==> src/rtl/stby_wake_pkg.sv <==
package stby_wake_pkg;

    // Wake source indices within the status and enable vectors
    localparam int NUM_SRC  = 2;
    localparam int SRC_BTN  = 0;
    localparam int SRC_RING = 1;

    typedef enum logic [1:0] {
        DB_REL     = 2'd0,
        DB_REL_CHK = 2'd1,
        DB_PRS     = 2'd2,
        DB_PRS_CHK = 2'd3
    } db_st_e;

    typedef enum logic {
        RG_IDLE  = 1'b0,
        RG_TRAIN = 1'b1
    } rg_st_e;

    // Encoding doubles as the reported sleep code
    typedef enum logic [1:0] {
        PS_WORK = 2'd0,
        PS_S3   = 2'd1,
        PS_S45  = 2'd2
    } pwr_st_e;

endpackage

==> src/rtl/stby_sync.sv <==
module stby_sync #(
    parameter int             W       = 1,
    parameter logic [W-1:0]   RST_VAL = '0
) (
    input  logic         clk,
    input  logic         rst_n,
    input  logic [W-1:0] d_async,
    output logic [W-1:0] q_sync
);

    logic [W-1:0] meta_q;
    logic [W-1:0] hold_q;

    always_ff @(posedge clk or negedge rst_n) begin
        if (!rst_n) begin
            meta_q <= RST_VAL;
            hold_q <= RST_VAL;
        end else begin
            meta_q <= d_async;
            hold_q <= meta_q;
        end
    end

    assign q_sync = hold_q;

endmodule

==> src/rtl/stby_btn_debounce.sv <==
module stby_btn_debounce
    import stby_wake_pkg::*;
#(
    parameter int DEB_TICKS = 525
) (
    input  logic clk,
    input  logic rst_n,
    input  logic tick,
    input  logic btn_n,
    output logic pressed,
    output logic press_evt
);

    localparam int            CW   = $clog2(DEB_TICKS + 1);
    localparam logic [CW-1:0] LAST = CW'(DEB_TICKS - 1);

    db_st_e        st_q, st_d;
    logic [CW-1:0] cnt_q, cnt_d;

    // State register
    always_ff @(posedge clk or negedge rst_n) begin
        if (!rst_n) begin
            st_q  <= DB_REL;
            cnt_q <= '0;
        end else begin
            st_q  <= st_d;
            cnt_q <= cnt_d;
        end
    end

    // Transitions
    always_comb begin
        st_d = st_q;
        unique case (st_q)
            DB_REL: begin
                if (!btn_n) st_d = DB_REL_CHK;
            end
            DB_REL_CHK: begin
                if (btn_n)                      st_d = DB_REL;
                else if (tick && cnt_q == LAST) st_d = DB_PRS;
            end
            DB_PRS: begin
                if (btn_n) st_d = DB_PRS_CHK;
            end
            DB_PRS_CHK: begin
                if (!btn_n)                     st_d = DB_PRS;
                else if (tick && cnt_q == LAST) st_d = DB_REL;
            end
        endcase
    end

    // Stable-tick counter: runs only while staying in a check state
    always_comb begin
        cnt_d = '0;
        if ((st_q == DB_REL_CHK || st_q == DB_PRS_CHK) && st_d == st_q)
            cnt_d = tick ? cnt_q + 1'b1 : cnt_q;
    end

    // Outputs
    always_comb begin
        pressed   = (st_q == DB_PRS) || (st_q == DB_PRS_CHK);
        press_evt = (st_q == DB_REL_CHK) && (st_d == DB_PRS);
    end

    assert_deb_tick_R1: assert property (@(posedge clk) disable iff (!rst_n)
        (pressed != $past(pressed)) |-> $past(tick));

    assert_deb_cnt_range_R1: assert property (@(posedge clk) disable iff (!rst_n)
        cnt_q <= LAST);

endmodule

==> src/rtl/stby_ring_detect.sv <==
module stby_ring_detect
    import stby_wake_pkg::*;
#(
    parameter int EDGE_W = 4,
    parameter int GAP_W  = 16
) (
    input  logic              clk,
    input  logic              rst_n,
    input  logic              ring,
    input  logic [EDGE_W-1:0] cfg_edges,
    input  logic [GAP_W-1:0]  cfg_gap,
    output logic              ring_evt
);

    rg_st_e            st_q, st_d;
    logic [EDGE_W-1:0] ecnt_q, ecnt_d;
    logic [GAP_W-1:0]  gap_q, gap_d;
    logic              prev_q;
    logic              rise;
    logic              hit;

    assign rise = ring & ~prev_q;
    // This edge completes the burst
    assign hit  = ({1'b0, ecnt_q} + 1'b1) >= {1'b0, cfg_edges};

    // State register
    always_ff @(posedge clk or negedge rst_n) begin
        if (!rst_n) begin
            st_q   <= RG_IDLE;
            ecnt_q <= '0;
            gap_q  <= '0;
            prev_q <= 1'b0;
        end else begin
            st_q   <= st_d;
            ecnt_q <= ecnt_d;
            gap_q  <= gap_d;
            prev_q <= ring;
        end
    end

    // Transitions
    always_comb begin
        st_d   = st_q;
        ecnt_d = ecnt_q;
        gap_d  = gap_q;
        unique case (st_q)
            RG_IDLE: begin
                if (rise && !hit) begin
                    st_d   = RG_TRAIN;
                    ecnt_d = ecnt_q + 1'b1;
                    gap_d  = '0;
                end
            end
            RG_TRAIN: begin
                if (rise) begin
                    gap_d = '0;
                    if (hit) begin
                        st_d   = RG_IDLE;
                        ecnt_d = '0;
                    end else begin
                        ecnt_d = ecnt_q + 1'b1;
                    end
                end else if (gap_q >= cfg_gap) begin
                    st_d   = RG_IDLE;
                    ecnt_d = '0;
                    gap_d  = '0;
                end else begin
                    gap_d = gap_q + 1'b1;
                end
            end
        endcase
    end

    // Outputs
    always_comb begin
        ring_evt = rise && hit;
    end

    assert_ring_idle_empty_R4: assert property (@(posedge clk) disable iff (!rst_n)
        (st_q == RG_IDLE) |-> (ecnt_q == '0));

    assert_ring_evt_idle_R3: assert property (@(posedge clk) disable iff (!rst_n)
        ring_evt |=> (st_q == RG_IDLE));

endmodule

==> src/rtl/stby_supply_ctrl.sv <==
module stby_supply_ctrl
    import stby_wake_pkg::*;
(
    input  logic       clk,
    input  logic       rst_n,
    input  logic       s3_n,
    input  logic       s45_n,
    input  logic       pol_hi,
    output logic       psu_out,
    output logic       psu_oe,
    output logic [1:0] sleep_code
);

    pwr_st_e st_q, st_d;
    logic    on;

    // State register
    always_ff @(posedge clk or negedge rst_n) begin
        if (!rst_n) st_q <= PS_S45;
        else        st_q <= st_d;
    end

    // Transitions
    always_comb begin
        st_d = st_q;
        unique case (st_q)
            PS_WORK: begin
                if (!s45_n)     st_d = PS_S45;
                else if (!s3_n) st_d = PS_S3;
            end
            PS_S3: begin
                if (!s45_n)    st_d = PS_S45;
                else if (s3_n) st_d = PS_WORK;
            end
            PS_S45: begin
                if (s45_n && s3_n) st_d = PS_WORK;
                else if (s45_n)    st_d = PS_S3;
            end
            default: st_d = PS_S45;
        endcase
    end

    // Outputs
    always_comb begin
        on         = (st_q == PS_WORK);
        psu_out    = pol_hi ? on : ~on;
        psu_oe     = pol_hi | on;
        sleep_code = st_q;
    end

    assert_psu_follow_on_R7: assert property (@(posedge clk) disable iff (!rst_n)
        (s3_n && s45_n) |=> (sleep_code == 2'd0));

    assert_psu_follow_off_R7: assert property (@(posedge clk) disable iff (!rst_n)
        (!s3_n || !s45_n) |=> (sleep_code != 2'd0));

    assert_psu_pushpull_R8: assert property (@(posedge clk) disable iff (!rst_n)
        pol_hi |-> psu_oe);

    assert_psu_opendrain_R8: assert property (@(posedge clk) disable iff (!rst_n)
        (!pol_hi && psu_oe) |-> !psu_out);

endmodule

==> src/rtl/stby_wake_ctrl.sv <==
module stby_wake_ctrl
    import stby_wake_pkg::*;
#(
    parameter int DEB_TICKS = 525,
    parameter int EDGE_W    = 4,
    parameter int GAP_W     = 16
) (
    input  logic              clk,
    input  logic              rst_n,
    input  logic              tick_32k,
    input  logic              pwr_btn_n,
    input  logic              ring_in,
    input  logic              slp_s3_n,
    input  logic              slp_s45_n,
    input  logic              strap_pol_hi,
    input  logic [EDGE_W-1:0] cfg_ring_edges,
    input  logic [GAP_W-1:0]  cfg_ring_gap,
    input  logic              en_wr,
    input  logic [1:0]        en_wdata,
    input  logic              sts_clr_wr,
    input  logic [1:0]        sts_clr_data,
    output logic [1:0]        wake_sts,
    output logic              btn_out_n,
    output logic              pwr_req_n,
    output logic              psu_on_out,
    output logic              psu_on_oe,
    output logic [1:0]        sleep_code
);

    // Synchronized inputs, order {s45, s3, ring, btn}
    logic [3:0] sync_q;
    logic       pressed;
    logic       press_evt;
    logic       ring_evt;

    logic [NUM_SRC-1:0] en_q;
    logic [NUM_SRC-1:0] sts_q;
    logic [NUM_SRC-1:0] evt;
    logic [NUM_SRC-1:0] clr_mask;

    stby_sync #(
        .W       (4),
        .RST_VAL (4'b0001)
    ) u_sync (
        .clk     (clk),
        .rst_n   (rst_n),
        .d_async ({slp_s45_n, slp_s3_n, ring_in, pwr_btn_n}),
        .q_sync  (sync_q)
    );

    stby_btn_debounce #(
        .DEB_TICKS (DEB_TICKS)
    ) u_btn (
        .clk       (clk),
        .rst_n     (rst_n),
        .tick      (tick_32k),
        .btn_n     (sync_q[0]),
        .pressed   (pressed),
        .press_evt (press_evt)
    );

    stby_ring_detect #(
        .EDGE_W (EDGE_W),
        .GAP_W  (GAP_W)
    ) u_ring (
        .clk       (clk),
        .rst_n     (rst_n),
        .ring      (sync_q[1]),
        .cfg_edges (cfg_ring_edges),
        .cfg_gap   (cfg_ring_gap),
        .ring_evt  (ring_evt)
    );

    stby_supply_ctrl u_psu (
        .clk        (clk),
        .rst_n      (rst_n),
        .s3_n       (sync_q[2]),
        .s45_n      (sync_q[3]),
        .pol_hi     (strap_pol_hi),
        .psu_out    (psu_on_out),
        .psu_oe     (psu_on_oe),
        .sleep_code (sleep_code)
    );

    // Wake status and enables
    always_comb begin
        evt           = '0;
        evt[SRC_BTN]  = press_evt;
        evt[SRC_RING] = ring_evt;
        clr_mask      = sts_clr_wr ? sts_clr_data : '0;
    end

    always_ff @(posedge clk or negedge rst_n) begin
        if (!rst_n) begin
            en_q  <= '0;
            sts_q <= '0;
        end else begin
            if (en_wr) en_q <= en_wdata;
            sts_q <= (sts_q & ~clr_mask) | evt;
        end
    end

    assign wake_sts  = sts_q;
    assign btn_out_n = ~pressed;
    assign pwr_req_n = ~|(sts_q & en_q);

    assert_sts_sticky_R5: assert property (@(posedge clk) disable iff (!rst_n)
        ((sts_q & ~clr_mask) != '0) |=>
            ((sts_q & $past(sts_q & ~clr_mask)) == $past(sts_q & ~clr_mask)));

    assert_sts_set_R5: assert property (@(posedge clk) disable iff (!rst_n)
        (evt != '0) |=> ((sts_q & $past(evt)) == $past(evt)));

    assert_req_masked_R6: assert property (@(posedge clk) disable iff (!rst_n)
        (en_q == '0) |-> pwr_req_n);

endmodule

==> config.mk <==
export PLATFORM = sky130hd
export DESIGN_NAME = stby_wake_ctrl
export DESIGN_NICKNAME = d
export VERILOG_FILES = /design/src/rtl/stby_wake_pkg.sv /design/src/rtl/stby_sync.sv /design/src/rtl/stby_btn_debounce.sv /design/src/rtl/stby_ring_detect.sv /design/src/rtl/stby_supply_ctrl.sv /design/src/rtl/stby_wake_ctrl.sv
export SDC_FILE = /design/constraint.sdc
export NUM_CORES = 1
export LEC_CHECK = 0
export BUFFER_PORTS_ARGS = -buffer_cell sky130_fd_sc_hd__buf_2
export CORE_ASPECT_RATIO = 0.75
export CORE_MARGIN = 2
export CORE_UTILIZATION = 35
export DETAILED_ROUTE_END_ITERATION = 12
export PLACE_DENSITY = 0.64
export SYNTH_ARGS = -nofsm -noshare
export SYNTH_HDL_FRONTEND = slang
export SYNTH_HIERARCHICAL = 1
export SYNTH_SLANG_ARGS = --single-unit
==> constraint.sdc <==
create_clock -name clk -period 2.65 [get_ports clk]
set_clock_uncertainty 0.15 [all_clocks]
set_input_delay 0.265 -clock clk [delete_from_list [all_inputs] [get_ports clk]]
set_output_delay 0.265 -clock clk [all_outputs]
set_load 0.1 [all_outputs]
==> results of run 1 <==
==> kinds of logic after synthesis <==
family	after synthesis
multiplexers	3
flip-flops	48
adder cells (fa/ha/maj)	24
buffers and inverters	35
AO/OA/AOI/OAI	53
AND/OR/NAND/NOR	89
XOR/XNOR	18
==> sequential cells by signal, summed over array words and instances (netlist names) <==
signal,flops
en_q,2
u_btn/cnt_q,10
u_btn/st_q,2
u_psu/sleep_code,2
u_ring/ecnt_q,4
u_ring/gap_q,16
u_ring/prev_q,1
u_ring/st_q,1
u_sync/meta_q,4
u_sync/q_sync,4
wake_sts,2
==> worst reg2reg max path, stage by stage, from the launching register on <==
cell	delay, ps
dfrtp_1	430
ha_1	260
xor2_1	230
ha_1	270
o21ai_0	170
inv_1	80
a21oi_2	180
buf_4	190
o2111ai_1	140
xor2_1	200
nor2_1	60
==> repair_timing <==
action	in CTS	in global routing
endpoints found under the setup margin	0	15
gates resized for setup	0	2
endpoints found under the hold margin	16	0
hold buffers	5	0
==> cell type report <==
class                      instances  area (µm²)  area share [%]
timing repair buffer              49       290.3           9.080
multi-input combinational        187        1370           42.86
inverter                          28       105.1           3.288
sequential                        48        1205           37.69
tap                              101       126.4           3.953
clock buffer                       8       100.1           3.131
==> path summary, 6_finish.rpt <==
check	startpoint	end	depth (start not counted)
min	en_wdata[0]	en_q[0]$_DFFE_PN0P_	2
min reg2reg	u_sync/meta_q[3]$_DFF_PN0_	u_sync/q_sync[3]$_DFF_PN0_	0
max	u_ring/ecnt_q[0]$_DFFE_PN0P_	u_ring/gap_q[15]$_DFFE_PN0P_	10
max in group asynchronous	rst_n	u_sync/meta_q[0]$_DFF_PN1_	3
min in group asynchronous	rst_n	u_btn/st_q[1]$_DFF_PN0_	2
max reg2reg	u_ring/ecnt_q[0]$_DFFE_PN0P_	u_ring/gap_q[15]$_DFFE_PN0P_	10
==> placed cells by master (no fill, tap or decap), drive strengths merged, types with 4 or more instances in the layout <==
cell type	n
a21o	8
a21oi	9
and2	4
and3	4
buf	44
clkbuf	8
dfrtp	45
dlygate4sd3	5
ha	24
inv	28
nand2	19
nand3	7
nand4	6
nor2	27
nor3	4
nor3b	5
o21ai	16
xnor2	8
xor2	10
==> where the power goes <==
part	total, mW	switching, mW	internal (mW)
Clock	0.475	0.237	0.238
Combinational	0.681	0.403	0.278
Sequential	0.941	0.116	0.826
==> layer usage <==
metal | wire length, µm | track usage (%)
met5 | 0 | 0
met4 | 76 | 4.605
met3 | 168 | 2.679
met2 | 2214 | 21.48
met1 | 2752 | 19.41
==> through the flow <==
stage	hold slack [ps]	std cells
after floorplan	-180.6	270
after global placement	9.893	408
after detailed placement	11.13	408
after CTS	36.76	421
after global routing	42.75	421
final	47.81	421
==> impl_metrics.toml, run 1 <==
[status]
status = "finished clean"

[critical_path]
critPathKind = "reg -> reg"
endpoint_kind = "flip-flop"
r2r_slack_ps = 180
cp.required_ps = 2700
max_stage_delay_ps = 430
cp.arrival_ps = 2510
cp-start-kind = "flip-flop"
path_max_fanout = 9
slowest_stage = "dfrtp_1"
crit_buf_inv = 2
path_cells = "ha_1 > xor2_1 > ha_1 > o21ai_0 > inv_1 > a21oi_2 > buf_4 > o2111ai_1 > xor2_1 > nor2_1"
crit_family = "adder cells"

[yosys]
synth_nets = 328
postSynthAreaPerCell_um2 = 10.03
synth_area_leaders = "dfrtp_1 (42%), ha_1 (11%), inv_1 (3.9%), nor2_1 (3.5%), xor2_1 (3.2%)"
seq_area_frac_synth_pct = 44.50
synth-seq-cells = 48
synth_edf_count = 0
synth_top_family_by_area = "simple AND/OR/NAND/NOR gates"
synth_compound_area_share_pct = 13.63
synth_fa_ha_area_share_pct = 11.09
synth_top_area_cell = "dfrtp_1"
yosysMostFrequentCell = "dfrtp_1"
synth_top_area_share_pct = 41.59
yosys.area_share.simple_pct = 18.21
ys.flop_type = "dfrtp_1"
synthArstFlopShare_pct = 100.0
yosysWarnings = 6
yosys-top-cells-count = "dfrtp_1 (45), inv_1 (28), nor2_1 (25), ha_1 (24), nand2_1 (19)"
postSynthCellCount = 270
synth_area_um2 = 2708
synthMuxAreaShare_pct = 1.201
ys_types = 50
synth_xor_area_share_pct = 5.823

[placement]
io_buffers = 41
placed_area_um2 = 3042
dp_slack_ps = 177.7
dp_hpwl_um = 4002
gp_congestion = 0.7784

[grt]
grt_pass1_vias = 2047
grt_start_max_net_pins = 37
grt_usage_pct = 13.84
grt.overflow.total = 0
grt_pass1_wl_um = 9480
antenna_found_initial = 0

[die]
die_x_um = 105.6
die-area_um2 = 8463
start_util_pct = 36.43
num_rows = 27
die_h_um = 80.17
fp.coreArea_um2 = 7432
io_pins = 42

[sta]
finalMaxSlewViolations = 0
finalWorstSetupSlack_ps = 184.5
hold_viol = 0
rsz0062_at_grt = "no"
fin_crit_sh_pct = 93.04
slew-limit-headroom_pct = 67.04
max_freq_mhz = 405.6
fin_crit_ps = 2466
tns_ps = 0
worst_pin_slew_ps = 497.8
finalSetupViolCount = 0

[min_path]
hold_class = "in -> reg"

[job]
maxCapViolations = 0

[power]
p_leak_nw = 1.602
total_power_mw = 2.098
ir_drop_uv = 332.6
p_per_area_nw_per_um2 = 656.3

[clock_network]
cts_tree = "yes"
clk_pin_slew_ps = 90
root_buffer = "clkbuf_8"
clock_path_buffers = 2
post-cts-setup-buffers = 0
cts_buffers = 5
clkSinkCount = 48
clock_latency_ps = 300
ctsHtreeMaxLevel = 2

[layout]
nets = 377
drive_above_1_share_pct = 22.81
fillCellCount = 756
antenna_cells = 0
stdcell_area_um2 = 3197
fin_util_pct = 43.01
area_growth_pct = 18.07

[drt]
wire_per_inst_um = 12.38
ant_nets = 0
viasPerCell = 4.812
drt-total-wl_um = 5211
drcViolationCount = 0
drtIter0Drc = 72
vias = 2026
drt-pass1-iter-count = 4
(Power assumes the default switching activity.)
==> inputs of run 2 (changes only) <==
RECOVER_POWER = 100   (was default)
==> run 2 against run 1 <==
Compared with the run above:
- non-clock buffer count did not move
- wire length barely moved
- flip-flop and latch count did not move
- register-to-register slack barely moved
- die area did not move
- sequential share of layout area rose by 0.49 points
- global-route usage did not move
- hold slack improved by 0.55 ps
- critical path type unchanged
==> impl_metrics.toml, run 2 (synthesis results as in run 1) <==
[layout]
fillCellCount = 762
largest_register_ffs = 16
final_cell_mix = "dfrtp_1 (45), buf_2 (32), inv_1 (28)"
nets = 377
max_flop_register = "u_ring/gap_q"
largestRegisters = "u_ring/gap_q (16), u_btn/cnt_q (10)"
area_growth_pct = 16.54
drive_above_1_share_pct = 18.44
fin_util_pct = 42.46
final_common_cell = "dfrtp_1"
antenna_cells = 0

[die]
fp.coreArea_um2 = 7432
die_h_um = 80.17
io_pins = 42
die_x_um = 105.6
die-area_um2 = 8463
start_util_pct = 36.43
num_rows = 27

[grt]
antenna_found_initial = 0
grt.overflow.total = 0
grt_start_max_net_pins = 37
grt_usage_pct = 13.84
grt_pass1_vias = 2047
grt_pass1_wl_um = 9480

[drt]
drt-total-wl_um = 5208
wire_per_inst_um = 12.37
drtIter0Drc = 67
vias = 2000
viasPerCell = 4.751
ant_nets = 0
drt-pass1-iter-count = 4
drcViolationCount = 0

[min_path]
hold_class = "in -> reg"
hold_start = "en_wdata[0]"
hold_end = "en_q[0]$_DFFE_PN0P_"
hold_depth = 2

[power]
swShare_pct = 36.02
seqPwrFrac_pct = 45.1
p_leak_nw = 1.572
p_int_mw = 1.334
power.share.clock_pct = 22.8
p_per_area_nw_per_um2 = 660.9
pwr-share-comb_pct = 32.0
switching_power_uw = 751.2
ir_drop_uv = 333.2

[sta]
slew-limit-headroom_pct = 21.23
fin_crit_sh_pct = 93.08
max_freq_mhz = 405.4
holdWs_ps = 48.36
hold_viol = 0
rsz0062_at_grt = "no"
finalMaxSlewViolations = 0
tns_ps = 0
fin_crit_ps = 2467
worst_pin_slew_ps = 1187
finalSetupViolCount = 0

[clock_network]
post-cts-setup-buffers = 0
clkSinkCount = 48
clk_pin_slew_ps = 90
clock_path_buffers = 2
ctsHtreeMaxLevel = 2
clock_latency_ps = 300
root_buffer = "clkbuf_8"
cts_buffers = 5
cts_tree = "yes"

[critical_path]
max_stage_delay_ps = 430
cp.required_ps = 2700
path_max_fanout = 9
endpoint_kind = "flip-flop"
r2r_slack_ps = 180
cp.arrival_ps = 2510
critPathKind = "reg -> reg"
path_cells = "ha_1 > xor2_1 > ha_1 > o21ai_0 > inv_1 > a21oi_2 > buf_4 > o2111ai_1 > xor2_1 > nor2_1"
cp-start-kind = "flip-flop"
slowest_stage = "dfrtp_1"
timing.rr.end = "u_ring/gap_q[15]$_DFFE_PN0P_"
rr_startpoint = "u_ring/ecnt_q[0]$_DFFE_PN0P_"
reg2regPathDepth = 10

[placement]
io_buffers = 41
gp_congestion = 0.7784
dp_hpwl_um = 4002

[status]
status = "finished clean"

[job]
maxCapViolations = 0
[run 2: worst max path at each step]
stage                                         start                      endpoint  slack (ps)  cells after the start
floorplan           u_psu/sleep_code[0]$_DFFE_PN0P_                    psu_on_out         180                      2
global placement       u_ring/ecnt_q[0]$_DFFE_PN0P_  u_ring/ecnt_q[0]$_DFFE_PN0P_         300                      8
detailed placement     u_ring/ecnt_q[0]$_DFFE_PN0P_  u_ring/ecnt_q[0]$_DFFE_PN0P_         180                      9
CTS                    u_ring/ecnt_q[0]$_DFFE_PN0P_  u_ring/ecnt_q[0]$_DFFE_PN0P_         150                      9
global route           u_ring/ecnt_q[0]$_DFFE_PN0P_  u_ring/gap_q[15]$_DFFE_PN0P_           9                     10
finish                 u_ring/ecnt_q[0]$_DFFE_PN0P_  u_ring/gap_q[15]$_DFFE_PN0P_         180                     10
[run 2: repair_timing]
item	4_1_cts	5_1_grt
gates resized for setup	0	2
endpoints found under the setup margin	0	15
hold buffers	5	0
hold endpoints to repair	16	0
[run 2: metrics by stage]
stage	cell area (µm²)	power, mW	setup WS (ps)	cells
3_5_place_dp	3042	1.622	177.7	408
3_3_place_gp	3042	1.604	302.8	408
2_1_floorplan	2720	1.438	182.9	270
4_1_cts	3192	2.117	146.8	421
6_report	3156	2.086	183.5	421
5_1_grt	3156	2.242	8.615	421
[run 2: layout make-up]
cell class                 count  area (µm²)  area share, %
sequential                    48        1205          38.18
multi-input combinational    187        1343          42.55
clock buffer                   8       100.1          3.172
timing repair buffer          49       276.5          8.763
inverter                      28       105.1          3.331
tap                          101       126.4          4.005
[run 2: worst max-delay path: cells and delay by family, from the launching register on]
kind / cells / cell delay [ps]
AO/OA/AOI/OAI: 3 / 490
XOR/XNOR: 2 / 410
AND/OR/NAND/NOR: 1 / 60
flip-flops: 1 / 430
buffers and inverters: 2 / 280
adder cells (fa/ha/maj): 2 / 530
[run 2: power groups by stage]
stage	Combinational [mW]	Clock, mW	Sequential, mW
2_1_floorplan	0.456	0	0.982
5_1_grt	0.760	0.524	0.958
6_report	0.668	0.476	0.941
4_1_cts	0.678	0.497	0.941
3_5_place_dp	0.667	0	0.955
3_3_place_gp	0.651	0	0.953
[run 2: per-layer routing]
| metal | vias to the layer above | global-route usage (%) | part of all wire (%) |
|---|---|---|---|
| met3 | 5 | 2.679 | 3.1 |
| met4 | 0 | 4.605 | 1.4 |
| li1 | 1035 | - | - |
| met5 | - | 0 | 0 |
| met1 | 934 | 19.41 | 54 |
| met2 | 26 | 21.48 | 41 |
